### src/rtl/arx_perm_pkg.sv
package arx_perm_pkg;

    localparam int NWORDS = 16;

    typedef enum logic [1:0] {
        ST_IDLE = 2'd0,
        ST_COL  = 2'd1,
        ST_DIAG = 2'd2
    } perm_fsm_t;

    // Rotation amount idx (0..3) for a given word width
    function automatic int rot_amt(input int w, input int idx);
        int r;
        if (w == 64) begin
            case (idx)
                0: r = 8;
                1: r = 19;
                2: r = 40;
                default: r = 63;
            endcase
        end else begin
            case (idx)
                0: r = 8;
                1: r = 11;
                2: r = 16;
                default: r = 31;
            endcase
        end
        return r;
    endfunction

endpackage

### src/rtl/arx_quarter.sv
module arx_quarter #(
    parameter int WORD_W = 32
) (
    input  logic [WORD_W-1:0] a_i,
    input  logic [WORD_W-1:0] b_i,
    input  logic [WORD_W-1:0] c_i,
    input  logic [WORD_W-1:0] d_i,
    output logic [WORD_W-1:0] a_o,
    output logic [WORD_W-1:0] b_o,
    output logic [WORD_W-1:0] c_o,
    output logic [WORD_W-1:0] d_o
);
    localparam int ROT0 = arx_perm_pkg::rot_amt(WORD_W, 0);
    localparam int ROT1 = arx_perm_pkg::rot_amt(WORD_W, 1);
    localparam int ROT2 = arx_perm_pkg::rot_amt(WORD_W, 2);
    localparam int ROT3 = arx_perm_pkg::rot_amt(WORD_W, 3);

    function automatic logic [WORD_W-1:0] mix(input logic [WORD_W-1:0] x,
                                              input logic [WORD_W-1:0] y);
        return x ^ y ^ ((x & y) << 1);
    endfunction

    function automatic logic [WORD_W-1:0] rotr(input logic [WORD_W-1:0] x,
                                               input int r);
        return (x >> r) | (x << (WORD_W - r));
    endfunction

    logic [WORD_W-1:0] a1, d1, c1, b1, a2, d2, c2, b2;

    always_comb begin
        a1 = mix(a_i, b_i);
        d1 = rotr(a1 ^ d_i, ROT0);
        c1 = mix(c_i, d1);
        b1 = rotr(c1 ^ b_i, ROT1);
        a2 = mix(a1, b1);
        d2 = rotr(a2 ^ d1, ROT2);
        c2 = mix(c1, d2);
        b2 = rotr(c2 ^ b1, ROT3);
    end

    assign a_o = a2;
    assign b_o = b2;
    assign c_o = c2;
    assign d_o = d2;
endmodule

### src/rtl/arx_half_step.sv
module arx_half_step #(
    parameter int WORD_W = 32
) (
    input  logic              diag_i,
    input  logic [WORD_W-1:0] words_i [arx_perm_pkg::NWORDS],
    output logic [WORD_W-1:0] words_o [arx_perm_pkg::NWORDS]
);
    logic [WORD_W-1:0] qa [4];
    logic [WORD_W-1:0] qb [4];
    logic [WORD_W-1:0] qc [4];
    logic [WORD_W-1:0] qd [4];

    // Group j: row 0 column j; rows 1..3 shifted by r*j-offset when diagonal
    for (genvar j = 0; j < 4; j++) begin : g_grp
        localparam int IB = 4  + ((j + 1) % 4);
        localparam int IC = 8  + ((j + 2) % 4);
        localparam int ID = 12 + ((j + 3) % 4);
        arx_quarter #(.WORD_W(WORD_W)) u_q (
            .a_i(words_i[j]),
            .b_i(diag_i ? words_i[IB] : words_i[4 + j]),
            .c_i(diag_i ? words_i[IC] : words_i[8 + j]),
            .d_i(diag_i ? words_i[ID] : words_i[12 + j]),
            .a_o(qa[j]),
            .b_o(qb[j]),
            .c_o(qc[j]),
            .d_o(qd[j])
        );
    end

    // Scatter group results back to matrix positions
    for (genvar k = 0; k < 4; k++) begin : g_out
        assign words_o[k]      = qa[k];
        assign words_o[4 + k]  = diag_i ? qb[(k + 3) % 4] : qb[k];
        assign words_o[8 + k]  = diag_i ? qc[(k + 2) % 4] : qc[k];
        assign words_o[12 + k] = diag_i ? qd[(k + 1) % 4] : qd[k];
    end
endmodule

### src/rtl/arx_perm_core.sv
module arx_perm_core
    import arx_perm_pkg::*;
#(
    parameter int WORD_W = 32,
    parameter int CNT_W  = 6
) (
    input  logic                       clk,
    input  logic                       rst_n,
    input  logic                       start,
    input  logic [CNT_W-1:0]           rounds_in,
    input  logic [NWORDS*WORD_W-1:0]   state_in,
    output logic                       busy,
    output logic                       done,
    output logic [NWORDS*WORD_W-1:0]   state_out
);
    perm_fsm_t         fsm_q, fsm_d;
    logic [CNT_W-1:0]  left_q;
    logic              done_q;
    logic              accept;
    logic              last_round;
    logic [WORD_W-1:0] st_q    [NWORDS];
    logic [WORD_W-1:0] step_w  [NWORDS];

    assign accept     = (fsm_q == ST_IDLE) && start && (rounds_in != '0);
    assign last_round = (left_q == CNT_W'(1));

    arx_half_step #(.WORD_W(WORD_W)) u_step (
        .diag_i  (fsm_q == ST_DIAG),
        .words_i (st_q),
        .words_o (step_w)
    );

    // Next-state logic
    always_comb begin
        fsm_d = fsm_q;
        unique case (fsm_q)
            ST_IDLE: if (accept) fsm_d = ST_COL;
            ST_COL:  fsm_d = ST_DIAG;
            ST_DIAG: fsm_d = last_round ? ST_IDLE : ST_COL;
            default: fsm_d = ST_IDLE;
        endcase
    end

    // State register
    always_ff @(posedge clk or negedge rst_n) begin
        if (!rst_n) fsm_q <= ST_IDLE;
        else        fsm_q <= fsm_d;
    end

    // Datapath and outputs
    always_ff @(posedge clk or negedge rst_n) begin
        if (!rst_n) begin
            left_q <= '0;
            done_q <= 1'b0;
            for (int i = 0; i < NWORDS; i++) st_q[i] <= '0;
        end else begin
            done_q <= 1'b0;
            unique case (fsm_q)
                ST_IDLE: begin
                    if (accept) begin
                        left_q <= rounds_in;
                        for (int i = 0; i < NWORDS; i++)
                            st_q[i] <= state_in[i*WORD_W +: WORD_W];
                    end
                end
                ST_COL: begin
                    for (int i = 0; i < NWORDS; i++) st_q[i] <= step_w[i];
                end
                ST_DIAG: begin
                    for (int i = 0; i < NWORDS; i++) st_q[i] <= step_w[i];
                    if (last_round) done_q <= 1'b1;
                    else            left_q <= left_q - CNT_W'(1);
                end
                default: ;
            endcase
        end
    end

    for (genvar i = 0; i < NWORDS; i++) begin : g_pack
        assign state_out[i*WORD_W +: WORD_W] = st_q[i];
    end

    assign busy = (fsm_q != ST_IDLE);
    assign done = done_q;
endmodule

### config.mk
export PLATFORM = sky130hd
export DESIGN_NAME = arx_perm_core
export DESIGN_NICKNAME = d
export VERILOG_FILES = /design/src/rtl/arx_perm_pkg.sv /design/src/rtl/arx_quarter.sv /design/src/rtl/arx_half_step.sv /design/src/rtl/arx_perm_core.sv
export SDC_FILE = /design/constraint.sdc
export NUM_CORES = 2
export LEC_CHECK = 0
export BUFFER_PORTS_ARGS = -buffer_cell sky130_fd_sc_hd__buf_2
export CELL_PAD_IN_SITES_DETAIL_PLACEMENT = 0
export CELL_PAD_IN_SITES_GLOBAL_PLACEMENT = 1
export CORE_AREA = 5 5 405 407
export DETAILED_ROUTE_END_ITERATION = 10
export DIE_AREA = 0 0 410 412
export GPL_TIMING_DRIVEN = 0
export PLACE_DENSITY = 0.6
export SYNTH_ARGS = -nofsm -noshare
export SYNTH_HDL_FRONTEND = slang
export SYNTH_SLANG_ARGS = --single-unit
### constraint.sdc
create_clock -name clk -period 7.4 [get_ports clk]
set_input_delay 0.74 -clock clk [delete_from_list [all_inputs] [get_ports clk]]
set_output_delay 0.74 -clock clk [all_outputs]
set_load 0.01 [all_outputs]
---- Word-level counts from Yosys, hierarchy flattened ----
Cells that the tools add are included.
operators by class
  $add $sub $neg .......................... 1
  multiply operators ...................... 0
  divide/modulo/power cells ............... 0
  $lt $le $gt $ge ......................... 0
  equality and inequality tests ........... 5
  shift operators ......................... 0
  muxes and demuxes ....................... 34
  bitwise operators ....................... 80
  reduce and logical (&&, ||, !) cells .... 10
operators with widths
  cell                 number
  $xor 32x32->32       48
  $pmux 512 s2         1
  $mux 32              24
  $mux 512             1
  $and 31x31->31       16
  $or 1x32->32         4
  $or 16x32->32        4
  $or 21x32->32        4
  $or 24x32->32        4
  $mux 6               2
  $pmux 6 s2           1
  $eq 6x1->1 const B   1
  $pmux 2 s3           1
  $reduce_bool 2->1    3
  $reduce_bool 6->1    1
  $sub 6x1->6 const B  1
  $ne 2x2->1 const B   2
  $mux 1               3
  $reduce_and 3->1     1
  $eq 2x1->1 const B   1
  $eq 2x2->1 const B   1
  $logic_and 1x1->1    2
  $logic_not 2->1      1
  $mux 2               1
  2 further kinds      2
word-level totals
  register bits ........................... 521
  latch bits .............................. 0
  RAM bits ................................ 0
  bits in read-only memories .............. 0
  output and inout bits ................... 514
  logic and storage cells ................. 149
  memories kept ........................... 0

---- Logic depth before layout (Yosys ltp) ----
  word-level depth ........................ 20
  depth in mapped cells ................... 24
  gate-level depth less buffers ........... 20

---- Hierarchy ----
A second synthesis with hierarchy kept.
second synthesis, totals
  cells, all modules ...................... 4,666
  area total of the unflattened synthesis .. 48,992.0 um^2
by module, submodules not included
  module                                  instances  cells each  area each (um^2)
  arx_perm_core                           1          2,294       24,009.3
  arx_quarter at u_step.g_grp[0].u_q ...  3          380         3,936.3
  arx_half_step                           1          853         9,263.9
  arx_quarter at u_step.g_grp[3].u_q      1          379         3,910.0

---- Worst setup path after synthesis ----
Ideal clock, no wire load.
  path type ............................... register to register
  start point ............................. reg fsm_q[0]
  end point ............................... reg st_q, in the netlist state_out[176]
  library setup time ...................... 132 ps
  data arrival time ....................... 4,831 ps
  data required time ...................... 7,268 ps
  slack ................................... 2,437 ps
  stages on the path, launching flop included .. 25
  path buffers ............................ 4
  period minus slack after synthesis ...... 4,963 ps
  path through ............................ dfrtp_1 > inv_1 > ha_1 > buf_6 > buf_6 > buf_4 > buf_4 > mux2i_1 > inv_1 > ha_1 > xor2_1 > xnor2_1 > ha_1 > xor2_1 > xnor2_1 > ha_1 > xor3_1 > xor3_1 > inv_1 > ha_1 > xor2_1 > xnor2_1 > mux2i_1 > mux2i_1 > o21ai_1
between the ends
  cells in the longest elaborated chain, start to end .. 20
  elaborated cells on any way between the ends .. 57
  classes of those cells .................. eq/ne: 3; mux: 8; bitwise: 40; reduce/logical: 6
RTL lines
  element                                           RTL line                                  RTL
  start, declared                                   arx_perm_core.sv:16                       perm_fsm_t fsm_q, fsm_d;
  start signal, assigned                            arx_perm_core.sv:47                       else fsm_q <= fsm_d;
  $eq 2x2->1                                        arx_perm_core.sv:28, arx_perm_core.sv:58
  $mux 32                                           arx_half_step.sv:20                       .b_i(diag_i ? words_i[IB] : words_i[4 + j]),
  $xor 32x32->32 or $and 31x31->31 (tied branches)  arx_quarter.sv:20                         return x ^ y ^ ((x & y) << 1);
  $xor 32x32->32                                    arx_quarter.sv:20
  $xor 32x32->32                                    arx_quarter.sv:32                         d1 = rotr(a1 ^ d_i, ROT0);
  $or 24x32->32                                     arx_quarter.sv:25                         return (x >> r) | (x << (WORD_W - r));
  $xor 32x32->32 or $and 31x31->31 (tied branches)  arx_quarter.sv:20
  $xor 32x32->32                                    arx_quarter.sv:20
  [4 not listed]                                    n/a
  $xor 32x32->32                                    arx_quarter.sv:36                         d2 = rotr(a2 ^ d1, ROT2);
  $or 16x32->32                                     arx_quarter.sv:25
  $xor 32x32->32 or $and 31x31->31 (tied branches)  arx_quarter.sv:20
  $xor 32x32->32                                    arx_quarter.sv:20
  $xor 32x32->32                                    arx_quarter.sv:38                         b2 = rotr(c2 ^ b1, ROT3);
  $or 1x32->32                                      arx_quarter.sv:25
  $mux 32                                           arx_half_step.sv:33                       assign words_o[4 + k] = diag_i ? qb[(k + 3) % 4] : qb[k];
  $pmux 512 s2                                      arx_perm_core.sv:58                       unique case (fsm_q)
  end signal, assigned by index                     arx_perm_core.sv:63                       st_q[i] <= state_in[i*WORD_W +: WORD_W];
  end, declared                                     arx_perm_core.sv:21                       logic [WORD_W-1:0] st_q [NWORDS];
Several ways; a longest one is shown, not always the timed one.
A chain may end at the register's enable or synchronous reset.

---- Worst setup path in the final report ----
  start point ............................. reg fsm_q[0]
  end point ............................... reg st_q, in the netlist state_out[149]
The elaborated chain is that of the path after synthesis.

==> reports/summary.md <==
- **CTS tree** yes
- **crit path capture type** flop
- **Post-Synthesis Net Count** 6129
- **fraction of synthesis flops using an asynchronous set or reset pin** 1.00
- **status** finished with violations
- **distinct cell type count of the synthesized netlist** 52
- **number of H-tree levels** 3
- **total wire length** 432000 µm
- **maxcap violations** 6
- **overall routing resource usage** 0.493
- **violated checks** max-capacitance violations, max-slew violations, negative setup slack
- **overflow left after global routing** 0
- **DRC violations left** 0
- **WP data arrival** 8320 ps
- **Chip Height** 412 µm
- **TritonCTS sink count** 521
- **Vias per Instance** 6.05
- **type of the tightest min-delay check** in2reg
- **DRT antenna net count** 0
- **Core Footprint** 0.160 mm²
- **worst clock skew** 40.7 ps
- **num rows** 147
- **clock-pin slew on the worst setup and hold paths** 70 ps
- **top fanout value on the critical path** 10
- **Yosys warning count** 0
- **transition time at the pin with the least slew margin** 1560 ps
- **Initial Util** 0.302
- **area occupied by multi-input gates** 0.0394 mm²
- **maximum number of pins on one net before global-route repair** 102
- **register bit total from synthesis** 521
- **Detailed Route Iter0 Violations** 7769
- **count of nets after finishing** 7314
- **Cell Area, Placed** 0.0568 mm²
- **Non-Filler Cell Area, Final** 0.0657 mm²
- **antenna violations before repair** 97
- **Min Clock Period, post-route** 7740 ps
- **setup slack on the worst flop-to-flop path** -340 ps
- **cell at the root of the clock tree** sky130_fd_sc_hd__clkbuf_16
- **period utilization** 1.05
- **sequential share of the synthesized area** 0.270
- **mean instance size in the synthesized netlist** 9.46 µm²
- **die area** 0.169 mm²
- **Max Clock Freq** 129 MHz
- **number of I/O port buffers** 1034
- **area occupied by registers** 0.0130 mm²
- **number of buffers added by the clock tree synthesis step** 71
- **wire length of the first global-routing pass** 533000 µm
- **vias after detailed routing** 51345
- **clock buffer depth** 3
- **unrepaired setup endpoints after global routing** yes
- **fraction of layout instances using a drive strength above 1** 0.345
- **routed len/inst** 50.9 µm
- **number of endpoints with negative hold slack in the final report** 0
- **most frequent cells in the layout** 1072 x sky130_fd_sc_hd__buf_2, 661 x sky130_fd_sc_hd__mux2i_1, 521 x sky130_fd_sc_hd__dfrtp_1
- **total I/O pin count** 1035
- **Clk Latency, worst-skew pair** 730 ps
- **worst relative slew slack** -0.0695
- **data required time at the worst endpoint** 7980 ps
- **Synth Instances** 5105
- **post-place setup slack** -2860 ps
- **Slew Viols, Final** 10
- **CP startpoint kind** flop
- **endpoints failing setup** 100
- **routability congestion estimate from global placement** 1.11
- **leading cell type in the layout, fill and taps excluded** sky130_fd_sc_hd__buf_2
- **cell area after synthesis** 0.0483 mm²
- **Top FF cell, synth** sky130_fd_sc_hd__dfrtp_1
- **Horiz. Die Dim** 410 µm
- **critical path class** reg2reg
- **detailed-router iteration count before antenna repair** 9
- **Detailed Place HPWL** 380000 µm
- **total of fill cells in the finished design** 16120
- **post-synthesis to final-layout area growth** 36.1%
- **Worst Slack Setup Final** -338 ps
- **via count of the first global-routing pass** 47864
- **EDFF count, synth** 0
-- Yosys cell counts (4+ instances only) --
cell | instances | area (µm²)
sky130_fd_sc_hd__xnor3_1 | 20 | 450
sky130_fd_sc_hd__mux2i_1 | 734 | 7350
sky130_fd_sc_hd__clkbuf_1 | 147 | 552
sky130_fd_sc_hd__buf_4 | 29 | 218
sky130_fd_sc_hd__inv_1 | 122 | 458
sky130_fd_sc_hd__o21ai_0 | 213 | 1070
sky130_fd_sc_hd__xor2_1 | 380 | 3330
sky130_fd_sc_hd__buf_1 | 30 | 113
sky130_fd_sc_hd__nor2_1 | 307 | 1150
sky130_fd_sc_hd__buf_6 | 25 | 282
sky130_fd_sc_hd__a221oi_1 | 5 | 43.8
sky130_fd_sc_hd__nand3_1 | 6 | 30.0
sky130_fd_sc_hd__o211ai_1 | 7 | 52.6
sky130_fd_sc_hd__o21ai_1 | 259 | 1300
sky130_fd_sc_hd__mux2_2 | 246 | 2770
sky130_fd_sc_hd__xor3_1 | 11 | 262
sky130_fd_sc_hd__ha_1 | 503 | 6290
sky130_fd_sc_hd__a31oi_1 | 4 | 25.0
sky130_fd_sc_hd__xnor2_1 | 615 | 5390
sky130_fd_sc_hd__a21oi_1 | 317 | 1590
sky130_fd_sc_hd__dfrtp_1 | 521 | 13000
sky130_fd_sc_hd__nand2_1 | 502 | 1880
sky130_fd_sc_hd__nor3_1 | 6 | 30.0
sky130_fd_sc_hd__buf_2 | 60 | 300
-- sequential cells by signal, indices dropped and copies added, names as in the netlist --
register	count
state_out	512
left_q	6
fsm_q	2
done	1
-- worst paths after layout --
check                         startpoint        endpoint  cells past startpoint
min                         rounds_in[4]       left_q[4]                      3
max                             fsm_q[0]  state_out[149]                     18
max reg2reg                     fsm_q[0]  state_out[149]                     18
min in group asynchronous          rst_n  state_out[321]                      2
min reg2reg                state_out[83]   state_out[83]                      2
max in group asynchronous          rst_n   state_out[81]                      5
-- per-stage QoR --
stage | hold slack (ps) | utilization | instances | setup TNS, ps
after floorplan | 444 | - | 5105 | 0
after CTS | 254 | 0.403 | 8405 | -245
after global routing | 294 | 0.410 | 8436 | -93.2
after global placement | 509 | 0.351 | 8225 | -4138760
final | 285 | 0.411 | 8487 | -9890
after detailed placement | 510 | 0.355 | 8254 | -526910
-- metal layers --
metal / global-route usage / vias up / share of wire
met1: 0.636 / 26200 / 0.40
met2: 0.699 / 4167 / 0.40
met3: 0.156 / 997 / 0.11
met5: 0 / - / 0.00054
met4: 0.337 / 32 / 0.087
li1: - / 19949 / -
-- cell families (layout without fill, tap and decap cells) --
logic type | count (synthesis) | count (layout) | share of synthesized area
adder cells (fa/ha/maj) | 503 | 503 | 0.130
XOR/XNOR | 1027 | 1027 | 0.196
AO/OA/AOI/OAI | 824 | 824 | 0.0877
AND/OR/NAND/NOR | 834 | 834 | 0.0660
flip-flops | 521 | 521 | 0.270
buffers and inverters | 414 | 1651 | 0.0399
multiplexers | 982 | 982 | 0.210
other | 0 | 59 | 0
-- layout make-up --
class,count,share of cell area
sequential,521,0.198
clock inverter,26,0.00347
buffer,291,0.0242
antenna,59,0.00225
inverter,123,0.00703
timing repair buffer,1112,0.0945
tap,2086,0.0397
clock buffer,99,0.0312
multi-input combinational,4170,0.599
-- critical path, cell delays in order, from the launching register on --
cell and delay (ps):
sky130_fd_sc_hd__dfrtp_1 420, sky130_fd_sc_hd__inv_1 120, sky130_fd_sc_hd__ha_1 180, sky130_fd_sc_hd__buf_6 340, sky130_fd_sc_hd__buf_6 320, sky130_fd_sc_hd__buf_2 520
sky130_fd_sc_hd__mux2i_1 1300, sky130_fd_sc_hd__xnor2_2 480, sky130_fd_sc_hd__ha_1 460, sky130_fd_sc_hd__xor2_2 230, sky130_fd_sc_hd__xnor2_1 490, sky130_fd_sc_hd__ha_1 350
sky130_fd_sc_hd__xnor2_2 370, sky130_fd_sc_hd__xnor2_2 210, sky130_fd_sc_hd__ha_1 290, sky130_fd_sc_hd__xnor2_2 370, sky130_fd_sc_hd__xnor3_1 390, sky130_fd_sc_hd__a221oi_4 510
sky130_fd_sc_hd__o21ai_0 140
-- repair_timing --
item                                    in CTS  in global routing
endpoints found under the hold margin       39                  0
endpoints found under the setup margin     382                134
pin swaps                                   16                 20
hold buffers                                 1                  0
gates resized for setup                    674                111
buffers inserted                            25                 23
Power is not shown: default switching activity piles up to over one toggle a cycle in this logic, so the estimate is an artifact.
